==> src/rtl/lwd_pkg.sv <==
`timescale 1ns/1ps
package lwd_pkg;

  typedef enum logic [0:0] {
    MS_IDLE = 1'b0,
    MS_RUN  = 1'b1
  } meter_state_t;

  // inclusive window test on unsigned counts
  function automatic logic in_window(input logic [15:0] cnt,
                                     input logic [15:0] lo,
                                     input logic [15:0] hi);
    return (cnt >= lo) && (cnt <= hi);
  endfunction

endpackage

==> src/rtl/lwd_edge.sv <==
`timescale 1ns/1ps
module lwd_edge #(
  parameter int STAGES = 2
) (
  input  logic clk,
  input  logic rst,
  input  logic async_in,
  output logic rise_o
);

  logic [STAGES-1:0] sy;
  logic              prev;

  for (genvar g = 0; g < STAGES; g++) begin : g_stage
    if (g == 0) begin : g_first
      always_ff @(posedge clk) begin
        if (rst) sy[g] <= 1'b0;
        else     sy[g] <= async_in;
      end
    end else begin : g_next
      always_ff @(posedge clk) begin
        if (rst) sy[g] <= 1'b0;
        else     sy[g] <= sy[g-1];
      end
    end
  end

  always_ff @(posedge clk) begin
    if (rst) prev <= 1'b0;
    else     prev <= sy[STAGES-1];
  end

  assign rise_o = sy[STAGES-1] & ~prev;

endmodule

==> src/rtl/lwd_meter.sv <==
`timescale 1ns/1ps
module lwd_meter
  import lwd_pkg::*;
#(
  parameter int CNT_W   = 16,
  parameter int PERIODS = 20
) (
  input  logic             clk,
  input  logic             rst,
  input  logic             en,
  input  logic             rise,
  output logic             done_o,
  output logic [CNT_W-1:0] cyc_o,
  output logic             sat_o
);

  localparam int               PW       = (PERIODS > 1) ? $clog2(PERIODS) : 1;
  localparam logic [PW-1:0]    PER_LAST = PW'(PERIODS - 1);
  localparam logic [CNT_W-1:0] CYC_MAX  = '1;
  localparam logic [CNT_W-1:0] CYC_ONE  = CNT_W'(1);

  meter_state_t     st;
  logic [PW-1:0]    per;
  logic [CNT_W-1:0] cyc;
  logic             last_edge;

  assign last_edge = (st == MS_RUN) && rise && (per == PER_LAST);

  always_ff @(posedge clk) begin
    if (rst || !en) begin
      st  <= MS_IDLE;
      per <= '0;
      cyc <= '0;
    end else begin
      case (st)
        MS_IDLE: begin
          if (rise) begin
            st  <= MS_RUN;
            per <= '0;
            cyc <= CYC_ONE;
          end
        end
        MS_RUN: begin
          if (last_edge) begin
            per <= '0;
            cyc <= CYC_ONE;
          end else begin
            if (rise) per <= per + PW'(1);
            if (cyc != CYC_MAX) cyc <= cyc + CYC_ONE;
          end
        end
        default: st <= MS_IDLE;
      endcase
    end
  end

  assign done_o = last_edge;
  assign cyc_o  = cyc;
  assign sat_o  = (st == MS_RUN) && (cyc == CYC_MAX);

endmodule

==> src/rtl/lwd_judge.sv <==
`timescale 1ns/1ps
module lwd_judge
  import lwd_pkg::*;
(
  input  logic        en,
  input  logic        sat,
  input  logic [15:0] cnt,
  input  logic [15:0] lim_lo,
  input  logic [15:0] lim_hi,
  input  logic        ilace_in,
  input  logic        ilace_expect,
  output logic        ok_o
);

  logic win_ok;
  logic il_ok;

  always_comb begin
    win_ok = in_window(cnt, lim_lo, lim_hi);
    il_ok  = (ilace_in == ilace_expect);
    ok_o   = en && !sat && win_ok && il_ok;
  end

endmodule

==> src/rtl/line_window_detect.sv <==
`timescale 1ns/1ps
module line_window_detect #(
  parameter int BYTE_W      = 8,
  parameter int PERIODS     = 20,
  parameter int SYNC_STAGES = 2
) (
  input  logic                clk,
  input  logic                rst,
  input  logic                hsync_in,
  input  logic                ilace_in,
  input  logic                det_en,
  input  logic [BYTE_W-1:0]   hi_msb,
  input  logic [BYTE_W-1:0]   hi_lsb,
  input  logic [BYTE_W-1:0]   lo_msb,
  input  logic [BYTE_W-1:0]   lo_lsb,
  input  logic                ilace_expect,
  output logic                match_o,
  output logic [2*BYTE_W-1:0] count_o,
  output logic                valid_o
);

  localparam int CNT_W = 2 * BYTE_W;

  logic             rise;
  logic             done;
  logic             sat;
  logic [CNT_W-1:0] cyc;
  logic [CNT_W-1:0] lim_hi;
  logic [CNT_W-1:0] lim_lo;
  logic             ok;

  assign lim_hi = {hi_msb, hi_lsb};
  assign lim_lo = {lo_msb, lo_lsb};

  lwd_edge #(.STAGES(SYNC_STAGES)) u_edge (
    .clk      (clk),
    .rst      (rst),
    .async_in (hsync_in),
    .rise_o   (rise)
  );

  lwd_meter #(.CNT_W(CNT_W), .PERIODS(PERIODS)) u_meter (
    .clk    (clk),
    .rst    (rst),
    .en     (det_en),
    .rise   (rise),
    .done_o (done),
    .cyc_o  (cyc),
    .sat_o  (sat)
  );

  lwd_judge u_judge (
    .en           (det_en),
    .sat          (sat),
    .cnt          (cyc),
    .lim_lo       (lim_lo),
    .lim_hi       (lim_hi),
    .ilace_in     (ilace_in),
    .ilace_expect (ilace_expect),
    .ok_o         (ok)
  );

  always_ff @(posedge clk) begin
    if (rst) begin
      match_o <= 1'b0;
      valid_o <= 1'b0;
      count_o <= '0;
    end else begin
      valid_o <= done && det_en;
      if (done && det_en) begin
        count_o <= cyc;
        match_o <= ok;
      end else if (!det_en || sat) begin
        match_o <= 1'b0;
      end
    end
  end

endmodule

==> config.mk <==
export PLATFORM = sky130hd
export DESIGN_NAME = line_window_detect
export DESIGN_NICKNAME = d
export VERILOG_FILES = /design/src/rtl/lwd_pkg.sv /design/src/rtl/lwd_edge.sv /design/src/rtl/lwd_meter.sv /design/src/rtl/lwd_judge.sv /design/src/rtl/line_window_detect.sv
export SDC_FILE = /design/constraint.sdc
export NUM_CORES = 1
export LEC_CHECK = 0
export ABC_AREA = 1
export BUFFER_PORTS_ARGS = -buffer_cell sky130_fd_sc_hd__buf_2
export CAP_MARGIN = 30
export CORE_UTILIZATION = 25
export CTS_CLUSTER_DIAMETER = 200
export DETAILED_ROUTE_END_ITERATION = 7
export GPL_TIMING_DRIVEN = 1
export PLACE_DENSITY = 0.4
export SETUP_SLACK_MARGIN = 0.15
export SLEW_MARGIN = 5
export SYNTH_ARGS = -nofsm -noshare
export SYNTH_HDL_FRONTEND = slang
export SYNTH_SLANG_ARGS = --single-unit
==> constraint.sdc <==
create_clock -name clk -period 3.8 [get_ports clk]
set_input_delay 0.38 -clock clk [delete_from_list [all_inputs] [get_ports clk]]
set_output_delay 0.38 -clock clk [all_outputs]
set_load 0.03 [all_outputs]
; Yosys cells after proc, flatten, opt, wreduce, memory -nomap -nowiden
; Cells that the tools add are included.
[word_totals]
reg_bits = 43
in_bits = 38
output_inout_bits = 18
elab_cells = 50
[op_classes]
addsub = 2
magnitude_cmp = 2
n_eq_ne = 7
mux = 12
bitwise = 3
reduce_logical = 15
[ops]
columns = operator, n
row1 = 16-bit two-way mux, 3
row2 = 16-bit one-hot mux with 2 select lines, 1
row3 = "16-bit by 1-bit adder with 16-bit output, second input constant", 1
row4 = "16-bit equality test, second input constant", 1
row5 = 16-bit >= comparator, 1
row6 = 16-bit less-or-equal comparator, 1
row7 = "16-bit != test, second input constant", 1
row8 = 5-bit two-way mux, 3
row9 = 5-bit one-hot mux with 2 select lines, 1
row10 = 1-bit logical AND, 8
row11 = "5-bit by 1-bit adder with 5-bit output, second input constant", 1
row12 = "5-bit equality test, second input constant", 1
row13 = 1-bit two-way mux, 4
row14 = 2-bit AND reduction, 2
row15 = "3-bit by 2-bit != test with 1-bit output, second input constant", 1
row16 = "3-bit != test, second input constant", 1
row17 = 1-bit zero test, 2
row18 = 1-bit logical OR, 2
row19 = "2-bit by 1-bit != test with 1-bit output, second input constant", 1
row20 = 1-bit NOT, 2
row21 = 2-bit nonzero test, 1
row22 = 1-bit AND, 1
row23 = 1-bit equality test, 1

; Logic depth before layout (Yosys ltp)
[depth]
ltp_word = 7
ltp_mapped = 13

; Hierarchy
; A second synthesis with hierarchy kept.
[unflattened]
cells_unflattened = 492
hier_area_um2 = 3074.2
[by_module_without_submodules]
columns = mod, n_inst, cells_per_inst, area_per_inst_um2, seq_area_each_um2
row1 = lwd_meter, 1, 222, 1356.3, 440.4
row2 = lwd_judge, 1, 147, 893.4, 0.0
row3 = line_window_detect, 1, 113, 738.2, 360.3
row4 = lwd_edge, 1, 10, 86.3, 60.1

; Worst setup path before layout
; Ideal clock, no wire load.
[synth_path]
path_kind = register to register
startpoint = reg u_meter.cyc[1] (netlist: u_meter.cyc_o[1])
endpoint = reg u_meter.cyc[12] (netlist: u_meter.cyc_o[12])
setup_ns = 0.066
t_arrival_ns = 1.474
path_slack_ns = 2.260
path_stages_with_launch = 11
n_path_buf = 1
cell_sequence = dfxtp_1 -> ha_1 -> nand4_1 -> inv_2 -> nand2_4 -> nor2_8 -> nand3_4 -> nand2_4 -> buf_8 -> nand2_2 -> a21oi_2
[synth_between]
elab_chain_len = 4
[synth_rtl]
columns = element, line
row1 = from (decl), lwd_meter.sv:24  ; logic [CNT_W-1:0] cyc;
row2 = from (signal assigned), lwd_meter.sv:49  ; if (cyc != CYC_MAX) cyc <= cyc + CYC_ONE;
row3 = 16-bit by 1-bit adder with 16-bit output, lwd_meter.sv:49
row4 = 16-bit two-way mux, lwd_meter.sv:49
row5 = 16-bit two-way mux, lwd_meter.sv:44  ; if (last_edge) begin
row6 = 16-bit one-hot mux with 2 select lines, lwd_meter.sv:35  ; case (st)
; Parallel ways exist; a longest one is shown, timed or not. The select of a mux whose other input is x is not followed.
; A chain may end at the register's enable or synchronous reset.

; Worst setup path in the final report
[layout_path]
startpoint = reg u_meter.st
endpoint = reg count_o[5]
[layout_between]
elab_chain_len = 3
[layout_rtl]
columns = element, line
row1 = from (decl), lwd_meter.sv:22  ; meter_state_t st;
row2 = from (signal assigned), lwd_meter.sv:31  ; st <= MS_IDLE;
row3 = from (signal assigned), lwd_meter.sv:38  ; st <= MS_RUN;
row4 = from (signal assigned), lwd_meter.sv:52  ; default: st <= MS_IDLE;
row5 = 1-bit logical AND (2 in series), lwd_meter.sv:27  ; assign last_edge = (st == MS_RUN) && rise && (per == PER_LAST);
row6 = 1-bit logical AND, line_window_detect.sv:70  ; if (done && det_en) begin
row7 = to (signal assigned), line_window_detect.sv:71  ; count_o <= cyc;
row8 = to (decl), line_window_detect.sv:18  ; output logic [2*BYTE_W-1:0] count_o,
; No other way between the ends.

==> flow_metrics.tcl <==
set metrics [dict create \
    finalSetupTns_ns 0 \
    maxSlewHeadroom 0.606 \
    final-setup-viol-count 0 \
    initial_core_util 0.259 \
    ys_ff_latch 43 \
    arrival_ns 2.39 \
    layout-drive-gt1-share 0.179 \
    synth_top_family_by_area "simple AND/OR/NAND/NOR gates" \
    synth_area_mm2 0.00300 \
    synth_common_cells "nand2_1, inv_1, a21oi_1" \
    synth_top_area_frac 0.287 \
    ant_nets 0 \
    gp_congestion 0.818 \
    cts_hold_buf 0 \
    hold_path_startpoint "hsync_in" \
    post-route-drc-count 8 \
    syn2layout_area_growth_pct 17.7 \
    clkTransAtPathRegs_ns 0.06 \
    antenna_found_initial 0 \
    drv_slew 0 \
    synthFlopType "dfxtp_1" \
    grt_use_total 0.138 \
    syn-mean-instance-area_um2 6.89 \
    cp-end-kind "flip-flop" \
    port_buffers 55 \
    cts-root-buf "clkbuf_16" \
    fin_crit_ns 2.23 \
    insertion_delay_ns 0.29 \
    vias_per_cell 4.54 \
    critPathLaunch "u_meter.st" \
    yosys_warnings 0 \
    ctsResizeCount 0 \
    r2r_cells 7 \
    route.vias.total 2853 \
    num_rows 39 \
    grt-ovfl-total 0 \
    cts_buffer_depth 2 \
    whs_ns 0.287 \
    grt_pass1_wl_um 13400 \
    ys_seq_area_frac 0.287 \
    hold_violations 0 \
    antennaDiodeCount 0 \
    critical_path_class "reg -> reg" \
    cp_data_required_time_ns 3.96 \
    violations "DRC" \
    grt_max_degree 22 \
    final_util 0.305 \
    syn_inst 435 \
    wl_per_cell_um 13.0 \
    status "finished with violations" \
    dr.pass1.iters 6 \
    synth_mux_area_frac 0 \
    synthArstFlopShare 0 \
    synth_fa_ha_area_frac 0.142 \
    p_per_area_mw_per_mm2 292 \
    synth_edf_count 0 \
    hold_path_class "in -> reg" \
    drt_iter0_markers 132 \
    peakVddDrop_mv 0.153 \
    regToRegEndpoint "count_o[5]" \
    synth_cell_type_count 38 \
    hold_depth 3 \
    coreArea_mm2 0.0116 \
    cap_violations 0 \
    grt_pass1_vias 2755 \
    dieHeight_um 111 \
    layout.nets 557 \
    dp_hpwl_um 6180 \
    dieArea_mm2 0.0124 \
    timing.final.crit_share 0.587 \
    max_freq_mhz 449 \
    skew_ns 0.00543 \
    synth_area_leaders "dfxtp_1, ha_1, nand2_1" \
    drt-total-wl_um 8200 \
    synth_most_common_cell "nand2_1" \
    rsz0062_at_grt "false" \
    post_cts_buffers 0 \
    p_leak_nw 1.73 \
    io_pins 56 \
    synth_compound_area_frac 0.127 \
    cts_inserted_buffers 5 \
    crit_path_start_kind "flip-flop" \
    cts_sinks 43 \
    reg2reg_setup_slack_ns 1.57 \
    worstMarginPinSlew_ns 0.591 \
    cts_tree "built" \
    min_to "u_edge.sy[0]" \
    die_w_um 111 \
    htreeDepth 2 \
    synth_nets 507 \
    r2r_start "u_meter.st" \
    synthSimpleGateAreaFrac 0.306 \
    yosysTopAreaCell "dfxtp_1" \
    path_max_fanout 21 \
    synth-xor-area-share 0.00877 \
]
-- placed cells by master (no fill, tap or decap), types with 3 or more instances in the layout --
| cell | instances |
|---|---|
| a21oi_1 | 44 |
| buf_2 | 55 |
| clkbuf_16 | 5 |
| dfxtp_1 | 43 |
| ha_1 | 34 |
| inv_1 | 74 |
| inv_2 | 4 |
| nand2_1 | 102 |
| nand2_2 | 6 |
| nand3_1 | 31 |
| nand4_1 | 10 |
| nor2_1 | 27 |
| nor3_1 | 7 |
| o21ai_0 | 10 |
| xor2_1 | 3 |
-- per-layer routing --
| layer | vias to the layer above | track usage | part of all wire |
|---|---|---|---|
| met4 | 0 | 0.0342 | 0.0027 |
| met3 | 2 | 0.0261 | 0.047 |
| met5 | - | 0 | 0 |
| met2 | 66 | 0.230 | 0.45 |
| li1 | 1514 | - | - |
| met1 | 1271 | 0.183 | 0.50 |
-- registers in the layout, summed over array words and instances, names as in the netlist --
register       count
u_edge.sy          2
match_o            1
u_meter.cyc_o     16
count_o           16
u_meter.st         1
u_meter.per        5
valid_o            1
u_edge.prev        1
-- report_power, final --
| part | internal, mW | switching (mW) |
|---|---|---|
| Sequential | 0.453 | 0.00224 |
| Clock | 0.310 | 0.185 |
| Combinational | 0.0310 | 0.0482 |
-- per-stage QoR --
stage	instance area (um^2)	instances	worst slack [ns]	total power, mW
floorplan	3000	435	2.26	0.516
global placement	3360	621	1.62	0.544
detailed placement	3360	621	1.57	0.546
CTS	3530	629	1.53	1.04
global route	3530	629	1.31	1.07
finish	3530	629	1.57	1.03
-- critical path, stage by stage, from the launching register on --
cell and delay, ns:
dfxtp_1 0.57, inv_1 0.28, nor2_4 0.17, nand2_2 0.19, inv_2 0.35, nand2_2 0.32
nand2_1 0.14, a21oi_1 0.07
-- worst max path at each step --
stage | endpoint | cells after the start
2_1_floorplan | u_meter.cyc_o[12] | 10
3_3_place_gp | count_o[0] | 7
3_5_place_dp | count_o[3] | 7
4_1_cts | count_o[5] | 7
5_1_grt | count_o[9] | 7
6_report | count_o[5] | 7
-- layout make-up --
cell class	count	area, um^2
fill	1284	8040
clock buffer	5	125
clock inverter	3	43.8
tap	143	179
timing repair buffer	55	275
multi-input combinational	301	1750
sequential	43	861
inverter	79	298
-- logic make-up (layout without fill, tap and decap cells) --
family	Yosys count	after routing
XOR/XNOR	3	3
AO/OA/AOI/OAI	68	68
buffers and inverters	91	142
flip-flops	43	43
adder cells (fa/ha/maj)	34	34
AND/OR/NAND/NOR	196	196
No activity file was read; power rests on OpenSTA's default activity.
